[src/rtl/trk_occ_mon.sv]
module trk_occ_mon #(
  parameter int N  = 4,
  parameter int CW = 16,
  localparam int OW = $clog2(N + 1)
) (
  input  logic          clk,
  input  logic          rst_n,
  input  logic          clr_i,
  input  logic          alloc_i,
  input  logic          dealloc_i,
  input  logic [N-1:0]  valid_i,
  input  logic [1:0]    grp_depth_i,
  input  logic          grp_rel_i,
  input  logic          avg_req_i,
  output logic [OW-1:0] occ_o,
  output logic [CW-1:0] alloc_cnt_o,
  output logic [CW-1:0] occ_sum_o,
  output logic [CW-1:0] full_cyc_o,
  output logic [CW-1:0] busy_cyc_o,
  output logic [CW-1:0] cfl_cyc_o,
  output logic [CW-1:0] grp2_cnt_o,
  output logic [CW-1:0] grp3_cnt_o,
  output logic [CW-1:0] avg_o,
  output logic          avg_done_o
);
  localparam int SW = $clog2(CW + 1);
  localparam logic [OW-1:0] NFULL = OW'(N);
  localparam logic [SW-1:0] NSTEP = SW'(CW);

  logic [1:0]    rec_max, peak;
  logic [CW-1:0] dvd, dvs, rem;
  logic [SW-1:0] step;
  logic [CW:0]   trial;
  logic          ge, accept, take;

  assign take   = alloc_i && (dealloc_i || occ_o != NFULL);
  assign peak   = (grp_depth_i > rec_max) ? grp_depth_i : rec_max;
  assign accept = avg_req_i && !clr_i && step == '0;
  assign trial  = {rem, dvd[CW-1]};
  assign ge     = trial >= {1'b0, dvs};

  always_ff @(posedge clk or negedge rst_n) begin
    if (!rst_n) occ_o <= '0;
    else if (alloc_i && !dealloc_i && occ_o != NFULL) occ_o <= occ_o + 1'b1;
    else if (dealloc_i && !alloc_i && occ_o != '0) occ_o <= occ_o - 1'b1;
  end

  always_ff @(posedge clk or negedge rst_n) begin
    if (!rst_n) begin
      alloc_cnt_o <= '0; occ_sum_o <= '0; full_cyc_o <= '0; busy_cyc_o <= '0;
      cfl_cyc_o <= '0; grp2_cnt_o <= '0; grp3_cnt_o <= '0; rec_max <= '0;
    end else if (clr_i) begin
      alloc_cnt_o <= '0; occ_sum_o <= '0; full_cyc_o <= '0; busy_cyc_o <= '0;
      cfl_cyc_o <= '0; grp2_cnt_o <= '0; grp3_cnt_o <= '0; rec_max <= '0;
    end else begin
      if (take)             alloc_cnt_o <= alloc_cnt_o + 1'b1;
      occ_sum_o <= occ_sum_o + CW'(occ_o);
      if (&valid_i)         full_cyc_o <= full_cyc_o + 1'b1;
      if (|valid_i)         busy_cyc_o <= busy_cyc_o + 1'b1;
      if (grp_depth_i[1])   cfl_cyc_o  <= cfl_cyc_o + 1'b1;
      if (grp_rel_i) begin
        rec_max <= '0;
        if (peak == 2'd2) grp2_cnt_o <= grp2_cnt_o + 1'b1;
        if (peak == 2'd3) grp3_cnt_o <= grp3_cnt_o + 1'b1;
      end else begin
        rec_max <= peak;
      end
    end
  end

  always_ff @(posedge clk or negedge rst_n) begin
    if (!rst_n) begin
      dvd <= '0; dvs <= '0; rem <= '0; step <= '0; avg_o <= '0; avg_done_o <= 1'b0;
    end else if (clr_i) begin
      step <= '0; avg_o <= '0; avg_done_o <= 1'b0;
    end else if (accept) begin
      dvd <= occ_sum_o; dvs <= alloc_cnt_o; rem <= '0;
      step <= NSTEP; avg_done_o <= 1'b0;
    end else if (step != '0) begin
      rem  <= ge ? CW'(trial - {1'b0, dvs}) : trial[CW-1:0];
      dvd  <= {dvd[CW-2:0], ge};
      step <= step - 1'b1;
      if (step == SW'(1)) begin
        avg_done_o <= 1'b1;
        avg_o      <= (dvs == '0) ? '0 : {dvd[CW-2:0], ge};
      end
    end
  end


  occ_bound_chk: assert property (@(posedge clk) disable iff (!rst_n) occ_o <= NFULL);

  occ_pair_chk: assert property (@(posedge clk) disable iff (!rst_n)
    (alloc_i && dealloc_i) |=> $stable(occ_o));

  alloc_pair_chk: assert property (@(posedge clk) disable iff (!rst_n)
    (!clr_i && alloc_i && dealloc_i) |=> alloc_cnt_o == $past(alloc_cnt_o) + 1'b1);

  sum_step_chk: assert property (@(posedge clk) disable iff (!rst_n)
    !clr_i |=> occ_sum_o == $past(occ_sum_o) + CW'($past(occ_o)));

  done_drop_chk: assert property (@(posedge clk) disable iff (!rst_n)
    accept |=> !avg_done_o);

  clr_zero_chk: assert property (@(posedge clk) disable iff (!rst_n)
    clr_i |=> (alloc_cnt_o == '0 && occ_sum_o == '0 && !avg_done_o && avg_o == '0));

  full_busy_chk: assert property (@(posedge clk) disable iff (!rst_n)
    (!clr_i && &valid_i) |=> busy_cyc_o == $past(busy_cyc_o) + 1'b1);
endmodule

[config.mk]
export PLATFORM = sky130hd
export DESIGN_NAME = trk_occ_mon
export DESIGN_NICKNAME = d
export VERILOG_FILES = /design/src/rtl/trk_occ_mon.sv
export SDC_FILE = /design/constraint.sdc
export NUM_CORES = 1
export LEC_CHECK = 0
export BUFFER_PORTS_ARGS = -buffer_cell sky130_fd_sc_hd__buf_2
export CORE_MARGIN = 10
export CORE_UTILIZATION = 40
export DETAILED_ROUTE_END_ITERATION = 6
export SLEW_MARGIN = 10
export SYNTH_ARGS = -nofsm -noshare
export SYNTH_HDL_FRONTEND = slang
export SYNTH_SLANG_ARGS = --single-unit
[constraint.sdc]
create_clock -name clk -period 2.8 [get_ports clk]
set_input_delay 0.56 -clock clk [delete_from_list [all_inputs] [get_ports clk]]
set_output_delay 0.56 -clock clk [all_outputs]
set_load 0.05 [all_outputs]
==> results.yml, run 1 <==
critical_path:
  cp_slowest_stage_delay_ps: 400
  cp.required_ps: 3110
  cp-start-kind: "flip-flop"
  path_cells: "inv_1 -> ha_1 -> and4_1 -> nand3_1 -> o31a_1 -> o21a_1 -> o31a_1 -> buf_12 -> o311ai_0"
  reg2reg_slack_ps: 310
  crit_path_max_fanout: 28
  worst_path_max_delay_cell: "ha_1"
  path_buf_inv: 2
  critPathKind: "reg -> reg"
  cp.arrival_ps: 2800
  crit_path_frequent_cell: "o31a_1"
  cp_top_family: "compound AO/OA/AOI/OAI gates"
  cp-end-kind: "flip-flop"
grt:
  grt_pass1_vias: 7249
  grt-ovfl-total: 0
  grt_max_degree: 77
  grt_pass1_wl_mm: 38.5
  grt_antenna_before_repair: 0
  grt_usage_pct: 15.3
route:
  drt-initial-drc-count: 369
  routedWlPerCell_um: 16.2
  first_pass_iters: 5
  ant_nets: 0
  drt-vias-per-instance: 5.12
  routed_wl_mm: 22.9
  drcViolationCount: 0
  vias: 7244
clocking:
  root_buffer: "clkbuf_16"
  clockBufferDepth: 2
  cts_tree: "built"
  post_cts_resized: 0
  htree_levels: 4
  clk_pin_slew_ps: 80
  numCtsBuffers: 17
  ctsHoldBuffers: 0
  worstSkewPairLatency_ps: 430
  numClockSinks: 187
  postCtsSetupBuffers: 0
die:
  die_y_um: 173
  io_pins: 145
  start_util_pct: 40.3
  dieWidth_um: 173
  dieArea_um2: 30100
  core_um2: 23300
  fp-row-count: 56
sta:
  max_slew_margin_pct: 45.2
  final_max_slew_viol_count: 0
  setup_viol: 0
  setup-tns-final_ps: 0
  fin_skew_ps: 11.6
  post-route-period-util_pct: 89.0
  worst_pin_slew_ps: 822
  clock.fmax_mhz: 401
  hold_viol_final: 0
  rsz0062_at_grt: "false"
  period_needed_ps: 2490
  fin_ws_ps: 309
synthesis:
  synth_top_cell_area_share_pct: 49.7
  ys_async_sr_fraction_pct: 100
  synth_seq_area_share_pct: 49.7
  synth_area_um2: 9410
  syn_area_per_cell_um2: 10.0
  synth_nets: 983
  ys.flop_type: "dfrtp_1"
  yosys-top-cells-area: "dfrtp_1 50%, xor2_1 6.8%, nor2_1 4.7%, ha_1 4.0%, nand2_1 3.4%"
  yosys_warnings: 0
  yosysTopAreaCell: "dfrtp_1"
  ys_ff_latch: 187
  syn_inst: 937
  synth_edf_count: 0
  synthDistinctLibCells: 58
power_and_ir_drop:
  p_per_area_nw_per_um2: 811
  p_total_uw: 9010
  leakagePower_uw: 0.00539
  ir_worst_vdd_mv: 0.469
min_path:
  hold_class: "in -> async"
final_layout:
  antennaDiodeCount: 0
  final_cells: 1414
  utilization_pct: 47.6
  fin_nets: 1128
  fillCellCount: 2196
  area_growth_pct: 18.1
  post_route_cells_drive_above_1_share_pct: 20.4
place:
  detailedPlace.worstSlack_ps: 117
  gp_congestion: 0.814
  place_inst: 1382
  place_hpwl_mm: 16.2
  io_buffers: 144
status:
  status: "completed"
flow_run:
  drv_cap: 0
## power by group
part           switching, µW  total [µW]  leakage, µW  internal, µW
Combinational           2000        3280      0.00255          1290
Clock                   1150        2350     0.000278          1200
Sequential               342        3380      0.00256          3030
## worst paths after layout
path	depth (start not counted)	to	startpoint
hold / removal	1	occ_sum_o[1]	rst_n
max in group asynchronous	2	full_cyc_o[5]	rst_n
setup reg to reg	9	rem[5]	dvs[10]
min in group clk	2	rec_max[0]	grp_rel_i
setup / recovery	9	rem[5]	dvs[10]
hold reg to reg	2	avg_o[0]	avg_o[0]
## cells by family after synthesis
family          Yosys count  synth area share, %
mux                      28                 3.25
compound gates          166                 11.9
simple gates            350                 17.5
xor+xnor                104                 9.68
buf+inv                  69                 3.22
fa+ha+maj                33                 4.63
flops                   187                 49.7
## per-stage QoR
step / cell area (µm²) / hold WS (ps)
after global routing: 11100 / 154
after detailed placement: 10500 / 470
after CTS: 11100 / 132
final: 11100 / 114
after floorplan: 9410 / 264
after global placement: 10500 / 467
## layout by cell type (no fill, tap or decap), types with 5 or more instances in the layout
cell type	n
and4_1	6
nor2b_1	7
clkinv_4	5
nand2b_1	8
o21ai_0	42
xnor2_1	31
ha_1	30
mux2i_1	11
nand2_1	84
nand4_1	23
nor3_1	12
a32oi_1	6
clkbuf_16	17
a22oi_1	12
and3_1	21
a22o_1	15
mux2_2	16
buf_2	142
dfrtp_1	187
a21oi_1	40
nand3_1	38
xor2_1	73
nor4_1	6
a21o_1	9
buf_4	18
inv_1	31
or3_1	18
nor2_1	117
## metal layers
layer  GRT usage, %  share of wire [%]
met1           19.9                 47
met2           24.1                 45
met3           4.90                6.3
met4           3.92                1.2
met5              0                  0
## final cells by class
class	count	area (µm²)	area share (%)
Timing Repair Buffer	164	920	8.28
Inverter	31	116	1.05
Multi-Input combinational cell	681	4430	39.9
Clock inverter	14	125	1.13
Clock buffer	18	439	3.95
Sequential cell	187	4680	42.1
Tap cell	319	399	3.59
## cell usage after synthesis (23+ instances only)
cell      count
o21ai_0      42
clkbuf_1     25
inv_1        31
a21oi_1      40
nand4_1      23
nand2_1      84
ha_1         30
xor2_1       73
dfrtp_1     187
nor2_1      118
xnor2_1      31
nand3_1      38
## state kept, by name, indices dropped and copies added, names as in the netlist
| signal | cells |
|---|---|
| alloc_cnt_o | 16 |
| avg_done_o | 1 |
| avg_o | 16 |
| busy_cyc_o | 16 |
| cfl_cyc_o | 16 |
| dvd | 16 |
| dvs | 16 |
| full_cyc_o | 16 |
| grp2_cnt_o | 16 |
| grp3_cnt_o | 16 |
| occ_o | 3 |
| occ_sum_o | 16 |
| rec_max | 2 |
| rem | 16 |
| step | 5 |
(Power assumes the default switching activity.)
==> run 2: changes to the inputs <==
REMOVE_ABC_BUFFERS = 1   (was unset)
SETUP_SLACK_MARGIN = 0.3   (was unset)
==> results.yml, run 2 (synthesis results as in run 1) <==
clocking:
  clockBufferDepth: 2
  numCtsBuffers: 17
  cts_tree: "built"
  root_buffer: "clkbuf_16"
  htree_levels: 4
  numClockSinks: 187
  clk_pin_slew_ps: 80
  worstSkewPairLatency_ps: 430
sta:
  setup_viol: 0
  clock.fmax_mhz: 418
  post-route-period-util_pct: 85.4
  final_max_slew_viol_count: 0
  fin_ws_ps: 409
  setup-tns-final_ps: 0
  rsz0062_at_grt: "false"
  period_needed_ps: 2390
  worst_pin_slew_ps: 1160
  fin_skew_ps: 18.1
  hold_viol_final: 0
  max_slew_margin_pct: 22.4
die:
  die_y_um: 173
  dieArea_um2: 30100
  io_pins: 145
  dieWidth_um: 173
  core_um2: 23300
  fp-row-count: 56
  start_util_pct: 40.3
critical_path:
  path_cells: "ha_4 -> and4_1 -> nand3_1 -> o31a_1 -> o21a_1 -> o31a_4 -> clkbuf_16 -> o311ai_1"
  cp_slowest_stage_delay_ps: 450
  cp.required_ps: 3110
  r2r-start: "rem[8]"
  worstRegToRegCells: 8
  cp-start-kind: "flip-flop"
  reg2reg_slack_ps: 410
  critPathKind: "reg -> reg"
  r2r_end: "rem[6]"
  cp-end-kind: "flip-flop"
  cp.arrival_ps: 2710
  worst_path_max_delay_cell: "dfrtp_1"
  crit_path_max_fanout: 7
place:
  io_buffers: 144
  detailedPlace.worstSlack_ps: 83.9
  gp_congestion: 0.830
  place_hpwl_mm: 16.5
route:
  drcViolationCount: 0
  drt-initial-drc-count: 348
  routed_wl_mm: 23.1
  routedWlPerCell_um: 16.3
  drt-vias-per-instance: 5.15
  vias: 7308
  first_pass_iters: 5
  ant_nets: 0
grt:
  grt_max_degree: 78
  grt_antenna_before_repair: 2
  grt_pass1_vias: 7367
  grt_pass1_wl_mm: 39.0
  grt-ovfl-total: 0
  grt_usage_pct: 15.5
power_and_ir_drop:
  p_int_uw: 5740
  p_sw_share_pct: 39.0
  leakagePower_uw: 0.00545
  p_clk_share_pct: 25.2
  p_per_area_nw_per_um2: 832
  p_sw_uw: 3670
  pwr-share-seq_pct: 36.2
  ir_worst_vdd_mv: 0.380
  power_frac_comb_pct: 38.6
final_layout:
  mostFrequentLayoutCell: "dfrtp_1"
  final_cell_mix: "186 x dfrtp_1, 142 x buf_2, 117 x nor2_1"
  antennaDiodeCount: 0
  post_route_cells_drive_above_1_share_pct: 21.9
  fin_nets: 1133
  area_growth_pct: 20.2
status:
  status: "completed"
flow_run:
  drv_cap: 0
min_path:
  hold_class: "in -> async"
==> run 2: worst max-delay path by stage <==
stage / start / to / depth (start not counted)
after floorplan: grp_depth_i[0] / grp3_cnt_o[12] / 9
after global placement: grp_depth_i[0] / grp3_cnt_o[14] / 10
after detailed placement: grp_depth_i[1] / grp2_cnt_o[15] / 9
after CTS: rem[8] / rem[10] / 9
after global routing: dvs[12] / rem[10] / 10
final: rem[8] / rem[6] / 8
==> run 2: power by group through the flow <==
stage	logic, µW	clock network (µW)	registers [µW]
CTS	3360	2450	3400
floorplan	2050	0	3690
global route	4000	2560	3470
detailed placement	3310	0	3440
finish	3630	2370	3410
global placement	3270	0	3440
==> run 2: per-layer routing <==
| metal | track usage (%) | up-vias | part of all wire (%) |
|---|---|---|---|
| li1 | - | 3581 | - |
| met1 | 20.1 | 3572 | 48 |
| met2 | 24.5 | 126 | 46 |
| met3 | 4.20 | 25 | 4.6 |
| met4 | 5.07 | 4 | 1.7 |
| met5 | 0 | - | 0.091 |
==> run 2: final cells by class <==
type,count,area [µm²]
Fill cell,2187,12000
Sequential cell,187,4680
Multi-Input combinational cell,681,4530
Timing Repair Buffer,169,1000
Clock buffer,18,429
Tap cell,319,399
Clock inverter,14,146
Inverter,31,116
==> run 2: stage by stage <==
step	cell area, µm²	hold slack, ps	power [µW]	util [%]	instances
after floorplan	9220	264	5740	-	899
after global placement	10600	466	6710	45.3	1383
after detailed placement	10600	480	6760	45.3	1383
after CTS	11200	184	9210	47.8	1415
after global routing	11300	198	10000	48.5	1419
final	11300	167	9410	48.5	1419
==> run 2: worst max-delay path: cells and delay by family (launching register included) <==
kind	cells	cell delay, ps
AND/OR/NAND/NOR	2	340
buffers and inverters	1	180
flip-flops	1	450
adder cells (fa/ha/maj)	1	330
AO/OA/AOI/OAI	4	980
==> run 2: repair_timing <==
action                                  4_1_cts  5_1_grt
buffers inserted                              0        2
hold endpoints to repair                      0        0
hold buffers                                  0        0
gates cloned                                  0        2
pin swaps                                     0        5
resized for setup                             4       17
endpoints found under the setup margin        4       20
